File: src/rtl/sop_array_pkg.sv
package sop_array_pkg;

    typedef enum logic [1:0] {
        CFG_HOLD = 2'd0,
        CFG_LOAD = 2'd1,
        CFG_WIPE = 2'd2
    } cfg_op_e;

    function automatic cfg_op_e pick_op(input logic wipe, input logic load);
        if (wipe)      return CFG_WIPE;
        else if (load) return CFG_LOAD;
        else           return CFG_HOLD;
    endfunction

endpackage

File: src/rtl/sop_link_store.sv
module sop_link_store
    import sop_array_pkg::*;
#(
    parameter int N_IN   = 8,
    parameter int N_OUT  = 4,
    parameter int N_TERM = 16,
    localparam int LIT_W  = 2 * N_IN,
    localparam int ADDR_W = (N_TERM > 1) ? $clog2(N_TERM) : 1
) (
    input  logic                              clk,
    input  logic                              rst_n,
    input  logic                              erase,
    input  logic                              cfg_we,
    input  logic [ADDR_W-1:0]                 cfg_addr,
    input  logic [LIT_W-1:0]                  cfg_and,
    input  logic [N_OUT-1:0]                  cfg_or,
    output logic [N_TERM-1:0][LIT_W-1:0]      and_map,
    output logic [N_TERM-1:0][N_OUT-1:0]      or_map
);

    cfg_op_e op;
    logic    addr_ok;

    always_comb begin
        op      = pick_op(erase, cfg_we);
        addr_ok = int'(cfg_addr) < N_TERM;
    end

    always_ff @(posedge clk or negedge rst_n) begin
        if (!rst_n) begin
            and_map <= '1;
            or_map  <= '1;
        end else begin
            unique case (op)
                CFG_WIPE: begin
                    and_map <= '1;
                    or_map  <= '1;
                end
                CFG_LOAD: begin
                    if (addr_ok) begin
                        and_map[cfg_addr] <= cfg_and;
                        or_map[cfg_addr]  <= cfg_or;
                    end
                end
                CFG_HOLD: ;
                default: ;
            endcase
        end
    end

    // a wipe leaves every link intact one edge later
    a_r8_wipe_all: assert property (@(posedge clk) disable iff (!rst_n)
        erase |=> (&and_map) && (&or_map));

    // with both requests high, the addressed row holds all-intact, not the data
    a_r9_wipe_wins: assert property (@(posedge clk) disable iff (!rst_n)
        (erase && cfg_we) |=> (&and_map[$past(cfg_addr)]) && (&or_map[$past(cfg_addr)]));

    // a load lands on the addressed row
    a_r7_row_lands: assert property (@(posedge clk) disable iff (!rst_n)
        (cfg_we && !erase && addr_ok) |=>
            (and_map[$past(cfg_addr)] == $past(cfg_and)) &&
            (or_map[$past(cfg_addr)] == $past(cfg_or)));

    // with no request the array is unchanged
    a_r10_hold: assert property (@(posedge clk) disable iff (!rst_n)
        (!cfg_we && !erase) |=> $stable(and_map) && $stable(or_map));

endmodule

File: src/rtl/sop_and_plane.sv
module sop_and_plane #(
    parameter int N_IN   = 8,
    parameter int N_TERM = 16,
    localparam int LIT_W = 2 * N_IN
) (
    input  logic [N_IN-1:0]               in_vec,
    input  logic [N_TERM-1:0][LIT_W-1:0]  and_map,
    output logic [N_TERM-1:0]             term
);

    logic [LIT_W-1:0] lit;

    for (genvar i = 0; i < N_IN; i++) begin : g_lit
        assign lit[2*i]   = in_vec[i];
        assign lit[2*i+1] = ~in_vec[i];
    end

    for (genvar t = 0; t < N_TERM; t++) begin : g_term
        // a broken link (0) forces its literal to 1
        assign term[t] = &(lit | ~and_map[t]);
    end

endmodule

File: src/rtl/sop_or_plane.sv
module sop_or_plane #(
    parameter int N_OUT  = 4,
    parameter int N_TERM = 16
) (
    input  logic [N_TERM-1:0]             term,
    input  logic [N_TERM-1:0][N_OUT-1:0]  or_map,
    output logic [N_OUT-1:0]              out_vec
);

    for (genvar j = 0; j < N_OUT; j++) begin : g_out
        logic [N_TERM-1:0] col;
        for (genvar t = 0; t < N_TERM; t++) begin : g_col
            assign col[t] = or_map[t][j];
        end
        assign out_vec[j] = |(term & col);
    end

endmodule

File: src/rtl/sop_array.sv
module sop_array #(
    parameter int N_IN   = 8,
    parameter int N_OUT  = 4,
    parameter int N_TERM = 16,
    localparam int LIT_W  = 2 * N_IN,
    localparam int ADDR_W = (N_TERM > 1) ? $clog2(N_TERM) : 1
) (
    input  logic              clk,
    input  logic              rst_n,
    input  logic              erase,
    input  logic              cfg_we,
    input  logic [ADDR_W-1:0] cfg_addr,
    input  logic [LIT_W-1:0]  cfg_and,
    input  logic [N_OUT-1:0]  cfg_or,
    input  logic [N_IN-1:0]   in_vec,
    output logic [N_OUT-1:0]  out_vec
);

    logic [N_TERM-1:0][LIT_W-1:0] and_map;
    logic [N_TERM-1:0][N_OUT-1:0] or_map;
    logic [N_TERM-1:0]            term;

    sop_link_store #(.N_IN(N_IN), .N_OUT(N_OUT), .N_TERM(N_TERM)) u_store (
        .clk(clk), .rst_n(rst_n), .erase(erase), .cfg_we(cfg_we),
        .cfg_addr(cfg_addr), .cfg_and(cfg_and), .cfg_or(cfg_or),
        .and_map(and_map), .or_map(or_map)
    );

    sop_and_plane #(.N_IN(N_IN), .N_TERM(N_TERM)) u_and (
        .in_vec(in_vec), .and_map(and_map), .term(term)
    );

    sop_or_plane #(.N_OUT(N_OUT), .N_TERM(N_TERM)) u_or (
        .term(term), .or_map(or_map), .out_vec(out_vec)
    );

    // leaving reset, the array is erased and every output is low
    a_r1_reset_zero: assert property (@(posedge clk) disable iff (!rst_n)
        $rose(rst_n) |-> out_vec == '0);

    // after a wipe no output can be high
    a_r8_out_zero: assert property (@(posedge clk) disable iff (!rst_n)
        erase |=> out_vec == '0);

endmodule

File: config.mk
export PLATFORM = sky130hd
export DESIGN_NAME = sop_array
export DESIGN_NICKNAME = d
export VERILOG_FILES = /design/src/rtl/sop_array_pkg.sv /design/src/rtl/sop_link_store.sv /design/src/rtl/sop_and_plane.sv /design/src/rtl/sop_or_plane.sv /design/src/rtl/sop_array.sv
export SDC_FILE = /design/constraint.sdc
export NUM_CORES = 1
export LEC_CHECK = 0
export BUFFER_PORTS_ARGS = -buffer_cell sky130_fd_sc_hd__buf_2
export CORE_MARGIN = 2
export CORE_UTILIZATION = 40
export CTS_BUF_LIST = sky130_fd_sc_hd__clkbuf_16
export CTS_CLUSTER_DIAMETER = 30
export DETAILED_ROUTE_END_ITERATION = 6
export GPL_TIMING_DRIVEN = 1
export HOLD_SLACK_MARGIN = 0.05
export PLACE_DENSITY = 0.53
export SKIP_LAST_GASP = 1
export SLEW_MARGIN = 0
export SYNTH_ARGS = -nofsm -noshare
export SYNTH_HDL_FRONTEND = slang
export SYNTH_SLANG_ARGS = --single-unit
File: constraint.sdc
create_clock -name clk -period 2.6 [get_ports clk]
set_input_delay 0.52 -clock clk [delete_from_list [all_inputs] [get_ports clk]]
set_output_delay 0.52 -clock clk [all_outputs]
set_load 0.02 [all_outputs]
==> impl_metrics.env, run 1 <==
export IMPL_post_route_util_pct=51.21
export IMPL_holdBufCountCts=0
export IMPL_rsz0062_at_grt="true"
export IMPL_cts_sinks=320
export IMPL_slowest_delay_ns=0.52
export IMPL_fp_dieW_um=203.3
export IMPL_core_area_sq_mm=0.03946
export IMPL_grt_antenna_before_repair=2
export IMPL_syn_area_per_cell_sq_um=11.61
export IMPL_dieHeight_um=203.3
export IMPL_initial_utilization_pct=40.27
export IMPL_syn_area_sq_mm=0.01589
export IMPL_critPathMaxFanout=4
export IMPL_dp_hpwl_um=27320
export IMPL_ys_ff_latch=320
export IMPL_routed_via_density=5.438
export IMPL_ir_worst_vdd_mv=0.4866
export IMPL_cts_made_buffers=87
export IMPL_wl_um=46280
export IMPL_holdWs_ns=0.3179
export IMPL_r2r_start="u_store.and_map[97]$_DFFE_PN1P_"
export IMPL_gp_routability_congestion=0.7805
export IMPL_hold_path_class="primary input to asynchronous set/reset pin"
export IMPL_ctsLongestPathBuffers=3
export IMPL_synth_top_area_cell="dfstp_2"
export IMPL_leakagePower_uw=0.007296
export IMPL_clock_fmax_ghz=0.3510
export IMPL_period_minus_slack_ns=2.849
export IMPL_violations="negative setup slack"
export IMPL_cts_setup_buffers=0
export IMPL_reg2reg_setup_slack_ns=1.72
export IMPL_dieArea_sq_mm=0.04133
export IMPL_required_ns=2.08
export IMPL_end_kind="primary output"
export IMPL_rows=73
export IMPL_timing_rr_end="u_store.and_map[97]$_DFFE_PN1P_"
export IMPL_maxSlewHeadroom_pct=53.22
export IMPL_gr_total_overflow=0
export IMPL_r2r_cells=2
export IMPL_final_instance_count_excl_fill=2019
export IMPL_io_pin_count=40
export IMPL_post_route_period_util_pct=109.6
export IMPL_grt_usage_pct=22.70
export IMPL_fin_skew_ns=0
export IMPL_syn_to_final_growth_pct=27.18
export IMPL_status="finished, violations left"
export IMPL_synth_warnings=0
export IMPL_grt_max_degree=85
export IMPL_drtIter0Drc=1036
export IMPL_via_count=10980
export IMPL_worst_slack_ns=-0.2492
export IMPL_clk_latency_ns=0.58
export IMPL_htreeDepth=3
export IMPL_critical_path_arrival_ns=2.33
export IMPL_dpl_cell_count=1859
export IMPL_dp_slack_ns=-0.3305
export IMPL_tightest_slew_ns=0.7017
export IMPL_grt_pass1_vias=11260
export IMPL_nets=1455
export IMPL_io_buffers=39
export IMPL_first_pass_iters=6
export IMPL_drc=0
export IMPL_grt_first_pass_wirelength_um=70800
export IMPL_crit_path_cell_trace="mux2i_1, nand2_1, nor4_4, a222oi_1, nand4_1, buf_6"
export IMPL_antenna_left=0
export IMPL_drive_above_1_share_pct=42.29
export IMPL_worstSetupStartpointType="flip-flop"
export IMPL_synth_nets=1404
export IMPL_synth_area_top_cells="dfstp_2 53%, a211o_1 18%, nor2b_1 13%"
export IMPL_slew_violations=0
export IMPL_power_density_mw_per_mm2=812.6
export IMPL_cts_tree="done"
export IMPL_clockRootBuffer="clkbuf_16"
export IMPL_seq_area_frac_synth_pct=52.92
export IMPL_cap_violations=0
export IMPL_finalSetupViolCount=4
export IMPL_netlist_cell_type_count=24
export IMPL_hold_viol=0
export IMPL_slowest_stage="dfstp_2"
export IMPL_worstSetupPathType="flip-flop to primary output"
export IMPL_tns_ns=-0.9613
export IMPL_clk_pin_slew_ns=0.04
export IMPL_synth_top_area_share_pct=52.92
export IMPL_synthCells=1368
export IMPL_wl_per_cell_um=22.92
## cell usage in the layout (no fill, tap or decap), types with 3 or more instances in the layout
| master | n |
|---|---|
| a211o_1 | 320 |
| buf_2 | 33 |
| clkbuf_16 | 87 |
| mux2i_2 | 7 |
| nand2_1 | 28 |
| a22oi_1 | 9 |
| buf_12 | 31 |
| buf_4 | 47 |
| a222oi_1 | 6 |
| dfstp_2 | 320 |
| mux2i_4 | 3 |
| nand4_1 | 19 |
| buf_6 | 5 |
| a22oi_2 | 10 |
| bufinv_16 | 10 |
| nor3_2 | 4 |
| nor2b_1 | 320 |
| mux2i_1 | 118 |
| nor2_2 | 16 |
| and4_1 | 4 |
| nor4_2 | 4 |
| inv_1 | 11 |
| clkinvlp_4 | 11 |
| inv_6 | 4 |
| clkinv_1 | 13 |
| nand2_2 | 5 |
| clkinv_2 | 22 |
## cells by family (layout without fill, tap and decap cells)
| logic type | after synthesis | after routing | synth area share (%) |
|---|---|---|---|
| AOI/OAI and AO/OA | 349 | 349 | 19.14 |
| and+or+nand+nor | 415 | 415 | 15.58 |
| other | 0 | 2 | 0 |
| DFF | 320 | 320 | 52.92 |
| muxes | 128 | 128 | 8.064 |
| buffers and inverters | 156 | 280 | 4.300 |
## metrics by stage
stage / area (sq um) / total power (uW)
2_1_floorplan: 15890 / 5789
3_3_place_gp: 17150 / 6209
3_5_place_dp: 17150 / 6213
4_1_cts: 20160 / 16590
5_1_grt: 20200 / 17000
6_report: 20210 / 16420
## synth_stat cells (all sizes together)
master / count
dfstp: 320
a22o: 2
nand2b: 2
nand4: 19
a22oi: 19
or3b: 1
nor2b: 320
buf: 79
nor4: 7
nand2: 33
a211o: 320
nand3: 2
mux2i: 128
and4: 4
nor2: 19
a222oi: 6
nor3: 6
nand3b: 2
clkbuf: 77
a221oi: 2
## final cells by class
cell class | count | area (sq um)
Fill cell | 3516 | 19250
Sequential cell | 320 | 8408
Multi-Input combinational cell | 892 | 7056
Clock buffer | 87 | 2177
Timing Repair Buffer | 118 | 1225
Clock inverter | 75 | 679.4
Tap cell | 525 | 656.9
Antenna cell | 2 | 5.005
## per-layer routing
layer / GRT usage [%] / share of wire, % / wire, um / vias up
met5: 0 / 0 / 0 / -
met3: 4.650 / 4.6 / 2139 / 69
met2: 36.90 / 47 / 21880 / 270
li1: - / - / - / 5094
met1: 30.56 / 46 / 21290 / 5547
met4: 6.830 / 2.1 / 977 / 0
## worst max-delay path: cells and delay by family (launching register included)
family | cells | cell delay (ns)
AO/OA/AOI/OAI | 1 | 0.47
buffers and inverters | 1 | 0.17
flip-flops | 1 | 0.52
multiplexers | 1 | 0.06
AND/OR/NAND/NOR | 3 | 0.51
## registers in the layout (all words and copies together), names as in the netlist
register and cells:
u_store.and_map 256, u_store.or_map 64
## where the power goes
part	total (uW)	internal (uW)	switching, uW
logic	911	329	582
registers	5260	5200	54.5
clock network	10300	7040	3220
total	16400	12600	3850
## worst max-delay path by stage
stage | from | cells after the start | endpoint
detailed placement | in_vec[4] | 11 | out_vec[0]
finish | u_store.and_map[169]$_DFFE_PN1P_ | 6 | out_vec[1]
floorplan | in_vec[2] | 7 | out_vec[1]
global placement | in_vec[4] | 11 | out_vec[0]
CTS | u_store.and_map[175]$_DFFE_PN1P_ | 7 | out_vec[0]
global route | u_store.and_map[95]$_DFFE_PN1P_ | 8 | out_vec[0]
## timing repair
item / CTS / global route
gates resized for setup: 44 / 9
pin swaps: 26 / 9
endpoints found under the hold margin: 0 / 0
endpoints found under the setup margin: 4 / 4
Power figures use the tool's default switching activity.
==> run 2: changes to the inputs <==
Settings changed: CORE_UTILIZATION 40 to 60, PLACE_DENSITY 0.53 to 0.75.
==> run 2 against run 1 <==
  * The run still ends with negative setup slack left
  * Clock-buffer cell count down 18
  * Hold slack worse by 0.13 ns
  * Die area down 33%
  * Global-route usage up 9.0 points
  * Sequential cell count unchanged
  * Sequential power about the same
  * Design area down 3.2%
  * Via count up 5.7%
  * Fmax up 0.45%
  * Critical endpoint unchanged
  * Largest power group unchanged
  * Highest routed layer unchanged
==> impl_metrics.env, run 2 (synthesized netlist as in run 1, its figures left out) <==
export IMPL_p_total_uw=14780
export IMPL_htreeDepth=3
export IMPL_fp_dieW_um=166.7
export IMPL_drc=0
export IMPL_cts_tree="done"
export IMPL_wl_per_cell_um=24.60
export IMPL_routed_via_density=6.461
export IMPL_holdBufCountCts=0
export IMPL_gp_routability_congestion=0.9242
export IMPL_critPathMostFrequentCell="nand4_1"
export IMPL_status="finished, violations left"
export IMPL_period_minus_slack_ns=2.836
export IMPL_first_pass_iters=6
export IMPL_hold_path_class="primary input to asynchronous set/reset pin"
export IMPL_path_buf_inv=3
export IMPL_cts_made_buffers=67
export IMPL_worstSetupPathType="primary input to primary output"
export IMPL_leakagePower_uw=0.007125
export IMPL_grt_usage_pct=31.72
export IMPL_worstSetupStartpointType="primary input"
export IMPL_post_route_period_util_pct=109.1
export IMPL_clockRootBuffer="clkbuf_16"
export IMPL_fin_skew_ns=0
export IMPL_crit_family="simple AND/OR/NAND/NOR gates"
export IMPL_maxSlewHeadroom_pct=58.91
export IMPL_io_buffers=39
export IMPL_tightest_slew_ns=0.6163
export IMPL_ir_worst_vdd_mv=0.7010
export IMPL_ctsLongestPathBuffers=3
export IMPL_layout_common_cells="320 x nor2b_1, 320 x a211o_1, 320 x dfstp_2"
export IMPL_drive_above_1_share_pct=42.13
export IMPL_slowest_stage="nor2_4"
export IMPL_dieHeight_um=166.7
export IMPL_drtIter0Drc=1213
export IMPL_clk_pin_slew_ns=0.05
export IMPL_reg_top3="u_store.and_map (256), u_store.or_map (64)"
export IMPL_grt_first_pass_wirelength_um=68280
export IMPL_rsz0062_at_grt="true"
export IMPL_holdWs_ns=0.1909
export IMPL_grt_max_degree=81
export IMPL_power_density_mw_per_mm2=755.5
export IMPL_io_pin_count=40
export IMPL_slew_violations=0
export IMPL_required_ns=2.08
export IMPL_grt_pass1_vias=11770
export IMPL_violations="negative setup slack"
export IMPL_nets=1444
export IMPL_clock_fmax_ghz=0.3526
export IMPL_hold_viol=0
export IMPL_core_area_sq_mm=0.02606
export IMPL_critical_path_arrival_ns=2.32
export IMPL_end_kind="primary output"
export IMPL_cap_violations=0
export IMPL_antenna_left=0
export IMPL_grt_antenna_before_repair=0
export IMPL_crit_path_cell_trace="buf_2, buf_6, mux2i_4, nand4_1, nor2_4, a22oi_2, and4_1, nand4_1, buf_4"
export IMPL_via_count=11610
export IMPL_dieArea_sq_mm=0.02780
export IMPL_syn_to_final_growth_pct=23.12
export IMPL_diodes=0
export IMPL_clk_latency_ns=0.54
export IMPL_finalSetupViolCount=4
export IMPL_critPathMaxFanout=7
export IMPL_slowest_delay_ns=0.32
export IMPL_rows=59
export IMPL_gr_total_overflow=0
export IMPL_cts_sinks=320
export IMPL_largest_reg_flops=256
export IMPL_initial_utilization_pct=60.97
export IMPL_wl_um=44200
export IMPL_top_register="u_store.and_map"
export IMPL_worst_slack_ns=-0.2365
export IMPL_dp_hpwl_um=25890
-- run 2: changes by cell type in the layout (fill, tap and decap cells not counted), moves of 5 or more --
cell,previous run,this run
buf_4,47,57
clkbuf_16,87,70
clkinv_2,22,12
clkinvlp_4,11,5
inv_1,11,6
-- run 2: layout make-up --
class / count / area (sq um)
Clock buffer: 69 / 1727
Tap cell: 335 / 419.2
Sequential cell: 320 / 8408
Timing Repair Buffer: 127 / 1319
Clock inverter: 54 / 569.3
Multi-Input combinational cell: 892 / 7121
Fill cell: 1662 / 6496
-- run 2: worst paths after layout --
check,start,endpoint,slack [ns],cells after the start
hold / removal,rst_n,u_store.and_map[149]$_DFFE_PN1P_,0.19,1
setup reg to reg,u_store.or_map[1]$_DFFE_PN1P_,u_store.or_map[1]$_DFFE_PN1P_,1.69,2
hold reg to reg,u_store.and_map[33]$_DFFE_PN1P_,u_store.and_map[33]$_DFFE_PN1P_,0.73,2
max in group asynchronous,rst_n,u_store.and_map[225]$_DFFE_PN1P_,1.92,2
min in group clk,cfg_or[0],u_store.or_map[44]$_DFFE_PN1P_,0.49,2
setup / recovery,in_vec[7],out_vec[1],-0.24,9
-- run 2: worst register-to-register path, stage by stage, from the launching register on --
cell     delay [ns]
dfstp_2        0.54
nor2b_1        0.17
a211o_1        0.14
-- run 2: report_power, final --
part	switching, uW	internal, uW	leakage [uW]	total (uW)
clock	2780	5820	0.00114	8600
combinational	571	349	0.00262	919
sequential	60.4	5200	0.00337	5260
total	3420	11400	0.00713	14800
-- run 2: layer usage --
metal / wire length, um / track usage (%) / share of wire (%)
met5: 0 / 0 / 0
met4: 1712 / 14.32 / 3.9
met3: 3364 / 7.082 / 7.6
met2: 20440 / 48.87 / 46
met1: 18680 / 43.29 / 42
-- run 2: timing repair --
action / CTS / global route
cloned: 0 / 1
resized for setup: 52 / 19
setup buffers: 3 / 2
setup endpoints to repair: 4 / 4
pin swaps: 27 / 20
-- run 2: stage by stage --
step                setup slack (ns)  cells  cell area (sq um)  TNS (ns)  util (%)
detailed placement           -0.3363   1677              16960    -1.254     65.09
global placement             -0.3125   1677              16960    -1.203     65.09
finish                       -0.2365   1797              19560   -0.8415     75.07
global route                 -0.2957   1797              19560    -1.090     75.07
CTS                          -0.2226   1794              19440   -0.7962     74.59
floorplan                    0.07594   1368              15890         0         -
==> run 3: changes to the inputs <==
Settings changed: ABC_AREA set to 1.
==> run 3 against run 2 <==
  * The run still ends with negative setup slack left
  * Non-clock buffer count fell by 15
  * Critical path type is now flip-flop to primary output
  * Utilization rose by 0.82 points
  * Clock-buffer cell count fell by 2
  * Largest cell class unchanged
  * Routed wire length down 12%
  * Via count rose by 7.4%
  * Largest power group unchanged
  * Sequential cell count unchanged
  * Design area is 5.9% lower
  * Critical endpoint is now out_vec[3]
  * Synthesized area down 6.8%
  * Highest routed layer is now met5
==> impl_metrics.env, run 3 <==
export IMPL_status="finished, violations left"
export IMPL_violations="negative setup slack"
export IMPL_slowest_stage="dfstp_2"
export IMPL_nets=1922
export IMPL_core_area_sq_mm=0.02425
export IMPL_finalSetupViolCount=1
export IMPL_cp_num_cells=10
export IMPL_worstSetupEndpoint="out_vec[3]"
export IMPL_r2r_cells=2
export IMPL_critPathMostFrequentCell="nand2_1"
export IMPL_cts_sinks=320
export IMPL_synth_warnings=0
export IMPL_gr_total_overflow=0
export IMPL_clk_pin_slew_ns=0.05
export IMPL_syn_to_final_growth_pct=24.26
export IMPL_dieHeight_um=161.1
export IMPL_grt_first_pass_wirelength_um=62760
export IMPL_ys_ff_latch=320
export IMPL_rows=57
export IMPL_yosysMostFrequentCell="nor2_1"
export IMPL_io_buffers=39
export IMPL_seq_area_frac_synth_pct=56.78
export IMPL_dpl_cell_count=2150
export IMPL_cts_made_buffers=67
export IMPL_drc=0
export IMPL_multi_input_area_sq_mm=0.005694
export IMPL_period_minus_slack_ns=2.631
export IMPL_gp_routability_congestion=0.8868
export IMPL_maxSlewHeadroom_pct=13.36
export IMPL_wl_um=38820
export IMPL_hold_viol=0
export IMPL_drive_above_1_share_pct=34.83
export IMPL_startpoint="u_store.and_map[180]$_DFFE_PN1P_"
export IMPL_clk_latency_ns=0.55
export IMPL_timing_rr_end="u_store.or_map[18]$_DFFE_PN1P_"
export IMPL_power_density_mw_per_mm2=853.5
export IMPL_drtIter0Drc=928
export IMPL_post_route_period_util_pct=101.2
export IMPL_top_register="u_store.and_map"
export IMPL_synth_ff_type="dfstp_2"
export IMPL_synthCells=1816
export IMPL_rsz0062_at_grt="true"
export IMPL_fillers=1624
export IMPL_post_route_util_pct=75.89
export IMPL_mostFrequentLayoutCell="nor2_1"
export IMPL_slowest_delay_ns=0.52
export IMPL_leakagePower_uw=0.008397
export IMPL_end_kind="primary output"
export IMPL_synth_nets=1852
export IMPL_tightest_slew_ns=1.295
export IMPL_clock_fmax_ghz=0.3802
export IMPL_syn_area_sq_mm=0.01481
export IMPL_synth_area_top_cells="dfstp_2 57%, a21oi_1 10%, nor2_1 9.8%"
export IMPL_worstSetupPathType="flip-flop to primary output"
export IMPL_synth_common_cells="388 x nor2_1, 339 x nand2_1, 320 x dfstp_2, 304 x a21oi_1, 172 x inv_1"
export IMPL_r2r_start="u_store.or_map[18]$_DFFE_PN1P_"
export IMPL_fp_dieW_um=161.1
export IMPL_clockRootBuffer="clkbuf_16"
export IMPL_fin_skew_ns=0
export IMPL_grt_usage_pct=30.46
export IMPL_io_pin_count=40
export IMPL_ys_async_sr_fraction_pct=100.0
export IMPL_p_total_uw=15710
export IMPL_cap_violations=0
export IMPL_diodes=0
export IMPL_hold_path_class="primary input to flip-flop"
export IMPL_netlist_cell_type_count=19
export IMPL_grt_max_degree=65
export IMPL_synth_top_area_cell="dfstp_2"
export IMPL_first_pass_iters=6
export IMPL_wl_per_cell_um=17.16
export IMPL_seq_area_sq_mm=0.008408
export IMPL_grt_antenna_before_repair=2
export IMPL_synth_edf_count=0
export IMPL_ctsLongestPathBuffers=3
export IMPL_synth_top_area_share_pct=56.78
export IMPL_largest_reg_flops=256
export IMPL_required_ns=2.08
export IMPL_htreeDepth=3
export IMPL_cts_tree="done"
export IMPL_dp_slack_ns=-0.1383
export IMPL_antenna_left=0
export IMPL_dieArea_sq_mm=0.02595
export IMPL_worst_slack_ns=-0.03054
export IMPL_grt_pass1_vias=12300
export IMPL_reg_top3="u_store.and_map (256), u_store.or_map (64)"
export IMPL_tns_ns=-0.03054
export IMPL_path_buf_inv=2
export IMPL_worstSetupStartpointType="flip-flop"
export IMPL_routed_via_density=5.515
export IMPL_reg2reg_setup_slack_ns=1.70
export IMPL_critical_path_arrival_ns=2.11
export IMPL_ir_worst_vdd_mv=0.7333
export IMPL_initial_utilization_pct=61.07
export IMPL_critPathMaxFanout=4
export IMPL_syn_area_per_cell_sq_um=8.155
export IMPL_via_count=12480
export IMPL_final_instance_count_excl_fill=2262
export IMPL_crit_path_cell_trace="nand2_1, nand4_1, nor2_4, nand3_2, nand2_1, inv_1, nand2_1, nor2_2, nand2_2, buf_6"
export IMPL_dp_hpwl_um=24780
export IMPL_slew_violations=0
export IMPL_layout_common_cells="345 x nor2_1, 320 x dfstp_2, 304 x a21oi_1"
export IMPL_crit_family="simple AND/OR/NAND/NOR gates"
==> run 3: final cells by class <==
| type | instances | share of cell area (%) |
|---|---|---|
| sequential | 320 | 45.69 |
| multi-input combinational | 1209 | 30.94 |
| clock buffer | 67 | 9.111 |
| timing repair buffer | 112 | 5.331 |
| inverter | 176 | 3.590 |
| clock inverter | 54 | 3.128 |
| tap | 324 | 2.203 |
==> run 3: metal layers <==
layer  part of all wire (%)  up-vias  global-route usage (%)  wire length, um
met4                    2.6        2                   10.75             1021
met2                     50      378                   51.79            19360
met5                  0.031        -                       0               12
met1                     42     6085                   40.00            16410
li1                       -     5912                       -                -
met3                    5.2       98                   4.802             2007
==> run 3: stage by stage <==
| stage | cell area (sq um) | hold slack (ns) |
|---|---|---|
| after floorplan | 14810 | 0.3722 |
| after global placement | 15760 | 0.4718 |
| after detailed placement | 15760 | 0.4738 |
| after CTS | 18130 | 0.1786 |
| after global routing | 18400 | 0.2069 |
| final | 18400 | 0.1965 |
==> run 3: repair_timing <==
action,in CTS,in global routing
hold buffers,0,0
endpoints found under the setup margin,4,4
gates resized for setup,66,104
buffers inserted,1,3
pin swaps,21,57
==> run 3: how the worst min path moves through the flow <==
| stage | startpoint | to | slack (ns) | depth (start not counted) |
|---|---|---|---|---|
| 6_report | cfg_and[6] | u_store.and_map[214]$_DFFE_PN1P_ | 0.20 | 3 |
| 5_1_grt | cfg_and[5] | u_store.and_map[213]$_DFFE_PN1P_ | 0.21 | 3 |
| 4_1_cts | cfg_and[6] | u_store.and_map[214]$_DFFE_PN1P_ | 0.18 | 3 |
| 3_5_place_dp | u_store.and_map[215]$_DFFE_PN1P_ | u_store.and_map[215]$_DFFE_PN1P_ | 0.47 | 2 |
| 3_3_place_gp | u_store.and_map[212]$_DFFE_PN1P_ | u_store.and_map[212]$_DFFE_PN1P_ | 0.47 | 2 |
| 2_1_floorplan | rst_n | u_store.and_map[0]$_DFFE_PN1P_ | 0.37 | 0 |
==> run 3: cells by family after synthesis <==
| logic type | count (synthesis) | synth area share (%) |
|---|---|---|
| and+or+nand+nor | 816 | 21.60 |
| AOI/OAI and AO/OA | 393 | 13.59 |
| DFF | 320 | 56.78 |
| buffers and inverters | 287 | 8.026 |
==> run 3: worst min-delay path: stages <==
cell,delay [ns]
buf_2,0.10
o21ai_1,0.05
nand2_1,0.05
==> run 3: where the power goes <==
group	total (uW)	switching, uW	internal, uW
Clock	8370	2890	5480
Combinational	1380	920	457
Sequential	5960	233	5720
Total	15700	4050	11700
